File: config.mk
export PLATFORM = sky130hd
export DESIGN_NAME = dpl_monitor
export DESIGN_NICKNAME = d
export VERILOG_FILES = /design/src/rtl/dpl_pkg.sv /design/src/rtl/dpl_txn_track.sv /design/src/rtl/dpl_wait_cnt.sv /design/src/rtl/dpl_viol_latch.sv /design/src/rtl/dpl_monitor.sv
export SDC_FILE = /design/constraint.sdc
export NUM_CORES = 1
export LEC_CHECK = 0
export BUFFER_PORTS_ARGS = -buffer_cell sky130_fd_sc_hd__buf_2
export CORE_MARGIN = 4
export CORE_UTILIZATION = 35
export CTS_CLUSTER_DIAMETER = 150
export DETAILED_ROUTE_END_ITERATION = 16
export PLACE_DENSITY = 0.64
export SLEW_MARGIN = 20
export SYNTH_ARGS = -nofsm -noshare
export SYNTH_HDL_FRONTEND = slang
export SYNTH_SLANG_ARGS = --single-unit
File: constraint.sdc
create_clock -name clk -period 2.8 [get_ports clk]
set_input_delay 0.28 -clock clk [delete_from_list [all_inputs] [get_ports clk]]
set_output_delay 0.28 -clock clk [all_outputs]
set_load 0.03 [all_outputs]
File: src/rtl/dpl_pkg.sv
package dpl_pkg;
  typedef enum logic [1:0] {
    VC_NONE      = 2'b00,
    VC_TGT_FIRST = 2'b01,
    VC_TGT_LATER = 2'b10,
    VC_INIT      = 2'b11
  } viol_code_e;
endpackage

File: src/rtl/dpl_txn_track.sv
module dpl_txn_track #(
  parameter int PHASE_W = 8
) (
  input  logic               clk,
  input  logic               rst_n,
  input  logic               frame_n,
  input  logic               irdy_n,
  input  logic               trdy_n,
  output logic               addr_phase,
  output logic               data_clk,
  output logic               phase_done,
  output logic               first_phase,
  output logic [PHASE_W-1:0] phase_num
);
  localparam logic [PHASE_W-1:0] PH_MAX = {PHASE_W{1'b1}};
  localparam logic [PHASE_W-1:0] PH_ONE = PHASE_W'(1);

  logic idle_q, active_q, first_q;
  logic [PHASE_W-1:0] num_q;
  logic bus_idle;

  // idle means both framing and initiator-ready are released
  assign bus_idle    = frame_n & irdy_n;
  assign addr_phase  = ~frame_n & idle_q;
  assign data_clk    = active_q & ~bus_idle;
  assign phase_done  = data_clk & ~irdy_n & ~trdy_n;
  assign first_phase = first_q;
  assign phase_num   = num_q;

  always_ff @(posedge clk or negedge rst_n) begin
    if (!rst_n) begin
      idle_q   <= 1'b1;
      active_q <= 1'b0;
      first_q  <= 1'b0;
      num_q    <= '0;
    end else begin
      idle_q <= bus_idle;
      if (addr_phase) begin
        active_q <= 1'b1;
        first_q  <= 1'b1;
        num_q    <= PH_ONE;
      end else begin
        if (bus_idle) active_q <= 1'b0;
        if (phase_done) begin
          first_q <= 1'b0;
          if (num_q != PH_MAX) num_q <= num_q + PH_ONE;
        end
      end
    end
  end
endmodule

File: src/rtl/dpl_wait_cnt.sv
module dpl_wait_cnt #(
  parameter int WAIT_W = 5
) (
  input  logic              clk,
  input  logic              rst_n,
  input  logic              restart,
  input  logic              data_clk,
  input  logic              waiting,
  input  logic              halt_req,
  input  logic [WAIT_W-1:0] limit,
  output logic              hit
);
  localparam logic [WAIT_W-1:0] W_ONE = WAIT_W'(1);

  logic [WAIT_W-1:0] cnt_q;
  logic halt_q, count_en;

  // halt_req freezes counting for the remainder of the phase
  assign count_en = data_clk & waiting & ~halt_req & ~halt_q;
  assign hit      = count_en & (cnt_q == limit - W_ONE);

  always_ff @(posedge clk or negedge rst_n) begin
    if (!rst_n) begin
      cnt_q  <= '0;
      halt_q <= 1'b0;
    end else if (restart) begin
      cnt_q  <= '0;
      halt_q <= 1'b0;
    end else begin
      if (data_clk & halt_req) halt_q <= 1'b1;
      if (count_en && cnt_q != limit) cnt_q <= cnt_q + W_ONE;
    end
  end
endmodule

File: src/rtl/dpl_viol_latch.sv
module dpl_viol_latch
  import dpl_pkg::*;
#(
  parameter int PHASE_W = 8
) (
  input  logic               clk,
  input  logic               rst_n,
  input  logic               tgt_hit,
  input  logic               tgt_first,
  input  logic               init_hit,
  input  logic [PHASE_W-1:0] phase_num,
  input  logic               clr,
  output logic               flag,
  output viol_code_e         code,
  output logic [PHASE_W-1:0] phase
);
  logic       any_hit, take_new;
  viol_code_e new_code;

  assign any_hit  = tgt_hit | init_hit;
  assign take_new = any_hit & (~flag | clr);

  always_comb begin
    if (tgt_hit) new_code = tgt_first ? VC_TGT_FIRST : VC_TGT_LATER;
    else         new_code = VC_INIT;
  end

  always_ff @(posedge clk or negedge rst_n) begin
    if (!rst_n) begin
      flag  <= 1'b0;
      code  <= VC_NONE;
      phase <= '0;
    end else if (take_new) begin
      flag  <= 1'b1;
      code  <= new_code;
      phase <= phase_num;
    end else if (clr) begin
      flag  <= 1'b0;
      code  <= VC_NONE;
      phase <= '0;
    end
  end
endmodule

File: src/rtl/dpl_monitor.sv
module dpl_monitor
  import dpl_pkg::*;
#(
  parameter int FIRST_TGT_LIMIT = 16,
  parameter int LATER_TGT_LIMIT = 8,
  parameter int INIT_LIMIT      = 8,
  parameter int PHASE_W         = 8
) (
  input  logic               clk,
  input  logic               rst_n,
  input  logic               frame_n,
  input  logic               irdy_n,
  input  logic               trdy_n,
  input  logic               stop_n,
  input  logic               viol_clr,
  output logic               viol_flag,
  output logic [1:0]         viol_code,
  output logic [PHASE_W-1:0] viol_phase
);
  localparam int TGT_MAX = (FIRST_TGT_LIMIT > LATER_TGT_LIMIT) ? FIRST_TGT_LIMIT : LATER_TGT_LIMIT;
  localparam int ALL_MAX = (TGT_MAX > INIT_LIMIT) ? TGT_MAX : INIT_LIMIT;
  localparam int WAIT_W  = $clog2(ALL_MAX + 1);

  logic addr_phase, data_clk, phase_done, first_phase, restart;
  logic tgt_hit, init_hit;
  logic [PHASE_W-1:0] phase_num;
  logic [WAIT_W-1:0]  tgt_limit;
  viol_code_e         code_e;

  dpl_txn_track #(.PHASE_W(PHASE_W)) u_track (
    .clk(clk), .rst_n(rst_n), .frame_n(frame_n), .irdy_n(irdy_n), .trdy_n(trdy_n),
    .addr_phase(addr_phase), .data_clk(data_clk), .phase_done(phase_done),
    .first_phase(first_phase), .phase_num(phase_num)
  );

  assign restart   = addr_phase | phase_done;
  assign tgt_limit = first_phase ? WAIT_W'(FIRST_TGT_LIMIT) : WAIT_W'(LATER_TGT_LIMIT);

  dpl_wait_cnt #(.WAIT_W(WAIT_W)) u_tgt_wait (
    .clk(clk), .rst_n(rst_n), .restart(restart), .data_clk(data_clk),
    .waiting(trdy_n), .halt_req(~stop_n), .limit(tgt_limit), .hit(tgt_hit)
  );

  dpl_wait_cnt #(.WAIT_W(WAIT_W)) u_init_wait (
    .clk(clk), .rst_n(rst_n), .restart(restart), .data_clk(data_clk),
    .waiting(irdy_n), .halt_req(1'b0), .limit(WAIT_W'(INIT_LIMIT)), .hit(init_hit)
  );

  dpl_viol_latch #(.PHASE_W(PHASE_W)) u_latch (
    .clk(clk), .rst_n(rst_n), .tgt_hit(tgt_hit), .tgt_first(first_phase),
    .init_hit(init_hit), .phase_num(phase_num), .clr(viol_clr),
    .flag(viol_flag), .code(code_e), .phase(viol_phase)
  );

  assign viol_code = code_e;
endmodule

; ---- Yosys cells after proc, flatten, opt, wreduce, memory -nomap -nowiden
; Index checks and enable logic that the tools add are counted.
; W data, S select, Z words.
[totals]
register_bits = 33
wordCells = 74
[classes]
n_addsub = 4
eq_ne = 5
muxes = 22
bitwise_logic = 23
reduce_logical = 10
[ops]
columns = cell, count
row1 = $mux W8, 5
row2 = $mux W5, 5
row3 = $reduce_bool A2 Y1, 7
row4 = $and A1 B1 Y1, 13
row5 = $add A5 B1 Y5 const B, 2
row6 = $add A8 B1 Y8 const B, 1
row7 = $mux W1, 8
row8 = $mux W2, 4
row9 = $ne A8 B8 Y1 const B, 1
row10 = $not A1 Y1, 7
row11 = $eq A5 B3 Y1 const B, 1
row12 = $eq A5 B5 Y1, 1
row13 = $ne A5 B4 Y1 const B, 1
row14 = $ne A5 B5 Y1, 1
row15 = $sub A5 B1 Y5 const B, 1
row16 = $or A1 B1 Y1, 3
row17 = $logic_and A1 B1 Y1, 2
row18 = $reduce_and A2 Y1, 1

; ---- Logic depth before layout (Yosys ltp)
[logic_depth]
word_depth = 10
ltp_mapped = 6
ltp_nobuf = 5

; ---- Cells and area by module
; Synthesis repeated with hierarchy kept, for this count alone.
[unflattened]
cells_unflattened = 212
hier_area_um2 = 2025.7
[by_module_without_submodules]
columns = module, instances, cells_each, area_each_um2, seq_area_each_um2
row1 = dpl_wait_cnt, 2, 58, 506.7, 150.1
row2 = dpl_txn_track, 1, 59, 555.5, 276.5
row3 = dpl_viol_latch, 1, 32, 435.4, 275.3
row4 = dpl_monitor, 1, 5, 21.3, 0.0

; ---- Worst setup path before layout
; OpenSTA, ideal clock, no wires.
[synth_path]
path_type = flip-flop to flip-flop
startpoint = reg u_latch.flag
endpoint = reg u_latch.phase[0]
arrival_time_ps = 1478
slack_ps = 1232
stages_incl_launch_ff = 6
n_path_buf = 1
cell_sequence = dfrtp_1 > nor2b_1 > or3_1 > o22a_2 > buf_6 > o221ai_1
[synth_between]
elab_chain_cells = 4
[synth_lines]
columns = element, line
row1 = from (decl), dpl_viol_latch.sv:13  ; output logic flag,
row2 = from (signal assigned), dpl_viol_latch.sv:30  ; flag <= 1'b0;
row3 = from (signal assigned), dpl_viol_latch.sv:34  ; flag <= 1'b1;
row4 = from (signal assigned), dpl_viol_latch.sv:38  ; flag <= 1'b0;
row5 = $not A1 Y1 *, dpl_viol_latch.sv:21  ; assign take_new = any_hit & (~flag | clr);
row6 = $or A1 B1 Y1 *, dpl_viol_latch.sv:21
row7 = $and A1 B1 Y1 *, dpl_viol_latch.sv:21
row8 = $mux W8 or $reduce_bool A2 Y1 (tied branches), --
row9 = to (signal assigned), dpl_viol_latch.sv:36  ; phase <= phase_num;
row10 = to (decl), dpl_viol_latch.sv:15  ; output logic [PHASE_W-1:0] phase
; Mark *: on every way between the ends. The rest lies on a longest branch, timed or not.
; A chain may end at the register's enable or synchronous reset.

; ---- Worst setup path in the final report
[layout_path]
startpoint = reg u_track.active_q
endpoint = reg u_track.num_q[7], in the netlist u_track.phase_num[7]
[layout_between]
elab_chain_cells = 5
[layout_lines]
columns = element, line
row1 = from (decl), dpl_txn_track.sv:18  ; logic idle_q, active_q, first_q;
row2 = from (signal assigned), dpl_txn_track.sv:33  ; active_q <= 1'b0;
row3 = from (signal assigned), dpl_txn_track.sv:39  ; active_q <= 1'b1;
row4 = from (signal assigned), dpl_txn_track.sv:43  ; if (bus_idle) active_q <= 1'b0;
row5 = $and A1 B1 Y1, dpl_txn_track.sv:25  ; assign data_clk = active_q & ~bus_idle;
row6 = $and A1 B1 Y1 (2 in a row), dpl_txn_track.sv:26  ; assign phase_done = data_clk & ~irdy_n & ~trdy_n;
row7 = $reduce_bool A2 Y1 (no line), --
row8 = $reduce_and A2 Y1 (no line), --
row9 = to (signal assigned), dpl_txn_track.sv:46  ; if (num_q != PH_MAX) num_q <= num_q + PH_ONE;
row10 = to (decl), dpl_txn_track.sv:19  ; logic [PHASE_W-1:0] num_q;
; No other way between the ends.

==> flow_metrics.env <==
export IMPL_num_rows=26
export IMPL_syn_area_um2=1840
export IMPL_nFillCells=521
export IMPL_ant_nets=0
export IMPL_drt_iter0_drc=74
export IMPL_syn_instance_count=188
export IMPL_setup_violations=0
export IMPL_clockRootBuffer="clkbuf_8"
export IMPL_yosysWarningCount=0
export IMPL_crit_path_end_kind="flop"
export IMPL_hp_class="primary input to async pin"
export IMPL_crit_type="flop to flop"
export IMPL_vias_per_cell=5.31
export IMPL_hold_buffers=0
export IMPL_path_max_fanout=9
export IMPL_antenna_found_initial=0
export IMPL_p_leak_nw=0.914
export IMPL_postCtsResizedCells=0
export IMPL_slew_violations=0
export IMPL_avgRoutedWirePerCell_um=13.8
export IMPL_ios=18
export IMPL_syn_nets=200
export IMPL_crit_family="simple AND/OR/NAND/NOR gates"
export IMPL_drive_gt1_share_pct=16.5
export IMPL_required_ns=2.94
export IMPL_outcome="finished, final reports clean"
export IMPL_cp_start_kind="flop"
export IMPL_post_cts_repair_setup_buffers=0
export IMPL_die_w_um=80.4
export IMPL_drt_first_pass_iters=5
export IMPL_die_height_um=80.4
export IMPL_final_cell_mix="dfrtp_1, nand2_1, buf_2"
export IMPL_clk_pin_slew_ns=0.06
export IMPL_worst_pin_slew_ns=0.772
export IMPL_h_tree_depth=2
export IMPL_grt_pass1_wl_um=6540
export IMPL_cts_made_buffers=5
export IMPL_area_growth_pct=12.2
export IMPL_cts_tree="yes"
export IMPL_synth_edf_count=0
export IMPL_p_per_area_nw_per_um2=524
export IMPL_grt_setup_unrepaired="false"
export IMPL_diodes=0
export IMPL_total_power_w=0.00108
export IMPL_dp_hpwl_um=2680
export IMPL_arrival_ns=1.99
export IMPL_cts_buffer_depth=2
export IMPL_maxCapViolCount=0
export IMPL_core_area_um2=5110
export IMPL_grt_pass1_vias=1364
export IMPL_nets=218
export IMPL_numClockSinks=33
export IMPL_yosysSeqAreaShare_pct=45.0
export IMPL_post_route_min_period_ns=1.85
export IMPL_clock_fmax_mhz=541
export IMPL_start_util_pct=36.0
export IMPL_fin_util_pct=40.3
export IMPL_synth_avg_cell_area_um2=9.77
export IMPL_grt_max_degree=34
export IMPL_globalRouteOverflowTotal=0
export IMPL_async_flop_share_pct=100
export IMPL_cpMaxStageDelayCell="nor3b_1"
export IMPL_finalSetupTns_ns=0
export IMPL_routed_wl_um=3810
export IMPL_die_area_um2=6470
export IMPL_finClkSkew_ns=0.00285
export IMPL_vias=1465
export IMPL_ys_types=51
export IMPL_layout_commonest_cell="dfrtp_1"
export IMPL_fin_crit_sh_pct=66.0
export IMPL_multi_input_area_um2=918
export IMPL_drc=0
export IMPL_peakVddDrop_mv=0.284
export IMPL_synth_ff_type="dfrtp_1"
export IMPL_hold_viol=0
export IMPL_place_gp_congestion=0.817
export IMPL_crit_chain="nor3b_1, nor2_1, o311ai_0, o41ai_1"
export IMPL_ys_seq_elements=33
export IMPL_slew_headroom_pct=48.5
export IMPL_port_buffers=17
export IMPL_cp_buffers_inverters=0
export IMPL_gr_usage_all_layers_pct=13.1
export IMPL_slowest_delay_ns=0.51
export IMPL_area_sequential_um2=827
export IMPL_clk_insertion_delay_late_ns=0.28
cells in the mapped netlist, types with 3 or more instances:
cell type,number,area share [%]
and3_1,3,1.0
o21ai_0,6,1.6
xnor2_1,3,1.4
nand2_1,20,4.1
dfrtp_1,32,44
ha_1,5,3.4
a21oi_1,4,1.1
inv_1,15,3.1
or3_1,3,1.0
nor2_1,12,2.5
clkbuf_1,3,0.61
o311ai_0,3,1.4
nand2b_1,3,1.0
nand3b_1,9,3.7
xor2_1,5,2.4
o221ai_1,8,3.8
nor3_1,4,1.1
nand3_1,7,1.9
state kept, by name (all words and copies together), names as in the netlist:
signal / count
u_track.idle_q: 1
u_init_wait.cnt_q: 5
u_latch.code: 2
u_latch.phase: 8
u_track.first_phase: 1
u_track.phase_num: 8
u_latch.flag: 1
u_tgt_wait.cnt_q: 5
u_tgt_wait.halt_q: 1
u_track.active_q: 1
cells by family (layout without fill, tap and decap cells):
logic type	Yosys count	count (layout)	synth area share (%)
AND/OR/NAND/NOR	82	82	26.2
flip-flops	33	33	45.0
adder cells (fa/ha/maj)	5	5	3.41
multiplexers	2	2	1.09
buffers and inverters	21	39	4.97
XOR/XNOR	8	8	3.81
AO/OA/AOI/OAI	37	37	15.5
through the flow:
| stage | instances | area (µm²) | setup slack [ns] | hold slack [ns] |
|---|---|---|---|---|
| after global routing | 276 | 2060 | 0.802 | 0.137 |
| after global placement | 269 | 1970 | 0.943 | 0.404 |
| after floorplan | 188 | 1840 | 1.23 | -0.0156 |
| final | 276 | 2060 | 0.953 | 0.0772 |
| after detailed placement | 269 | 1970 | 0.950 | 0.403 |
| after CTS | 276 | 2060 | 0.968 | 0.0949 |
routing by layer:
| layer | vias up | GRT usage (%) | share of wire (%) |
|---|---|---|---|
| met5 | - | 0 | 0 |
| met4 | 0 | 6.25 | 2.2 |
| met3 | 9 | 3.59 | 7.1 |
| met2 | 51 | 17.8 | 44 |
| met1 | 689 | 19.0 | 47 |
| li1 | 716 | - | - |
area by class of cell:
| type | instances | share of cell area, % |
|---|---|---|
| flip-flops and latches | 33 | 40.1 |
| inverters | 15 | 2.73 |
| multi-input cells | 134 | 44.6 |
| repair buffers | 17 | 4.13 |
| clock buffers | 7 | 4.19 |
| well taps | 70 | 4.25 |
report_power, final:
part	internal, W	total (W)	switching (W)	leakage [nW]
combinational	0.0000650	0.000162	0.0000972	0.425
clock	0.000195	0.000357	0.000163	0.0443
sequential	0.000516	0.000561	0.0000444	0.445
path summary, 6_finish.rpt:
| check | from | end | slack, ns | cells after the start |
|---|---|---|---|---|
| min in group clk | irdy_n | u_track.idle_q | 0.32 | 2 |
| max in group asynchronous | rst_n | u_track.phase_num[6] | 2.24 | 1 |
| min reg2reg | u_tgt_wait.halt_q | u_tgt_wait.halt_q | 0.49 | 1 |
| max | u_track.active_q | u_track.phase_num[7] | 0.95 | 4 |
| min | rst_n | u_tgt_wait.cnt_q[3] | 0.08 | 1 |
| max reg2reg | u_track.active_q | u_track.phase_num[7] | 0.95 | 4 |
No activity file was read; power rests on OpenSTA's default activity.
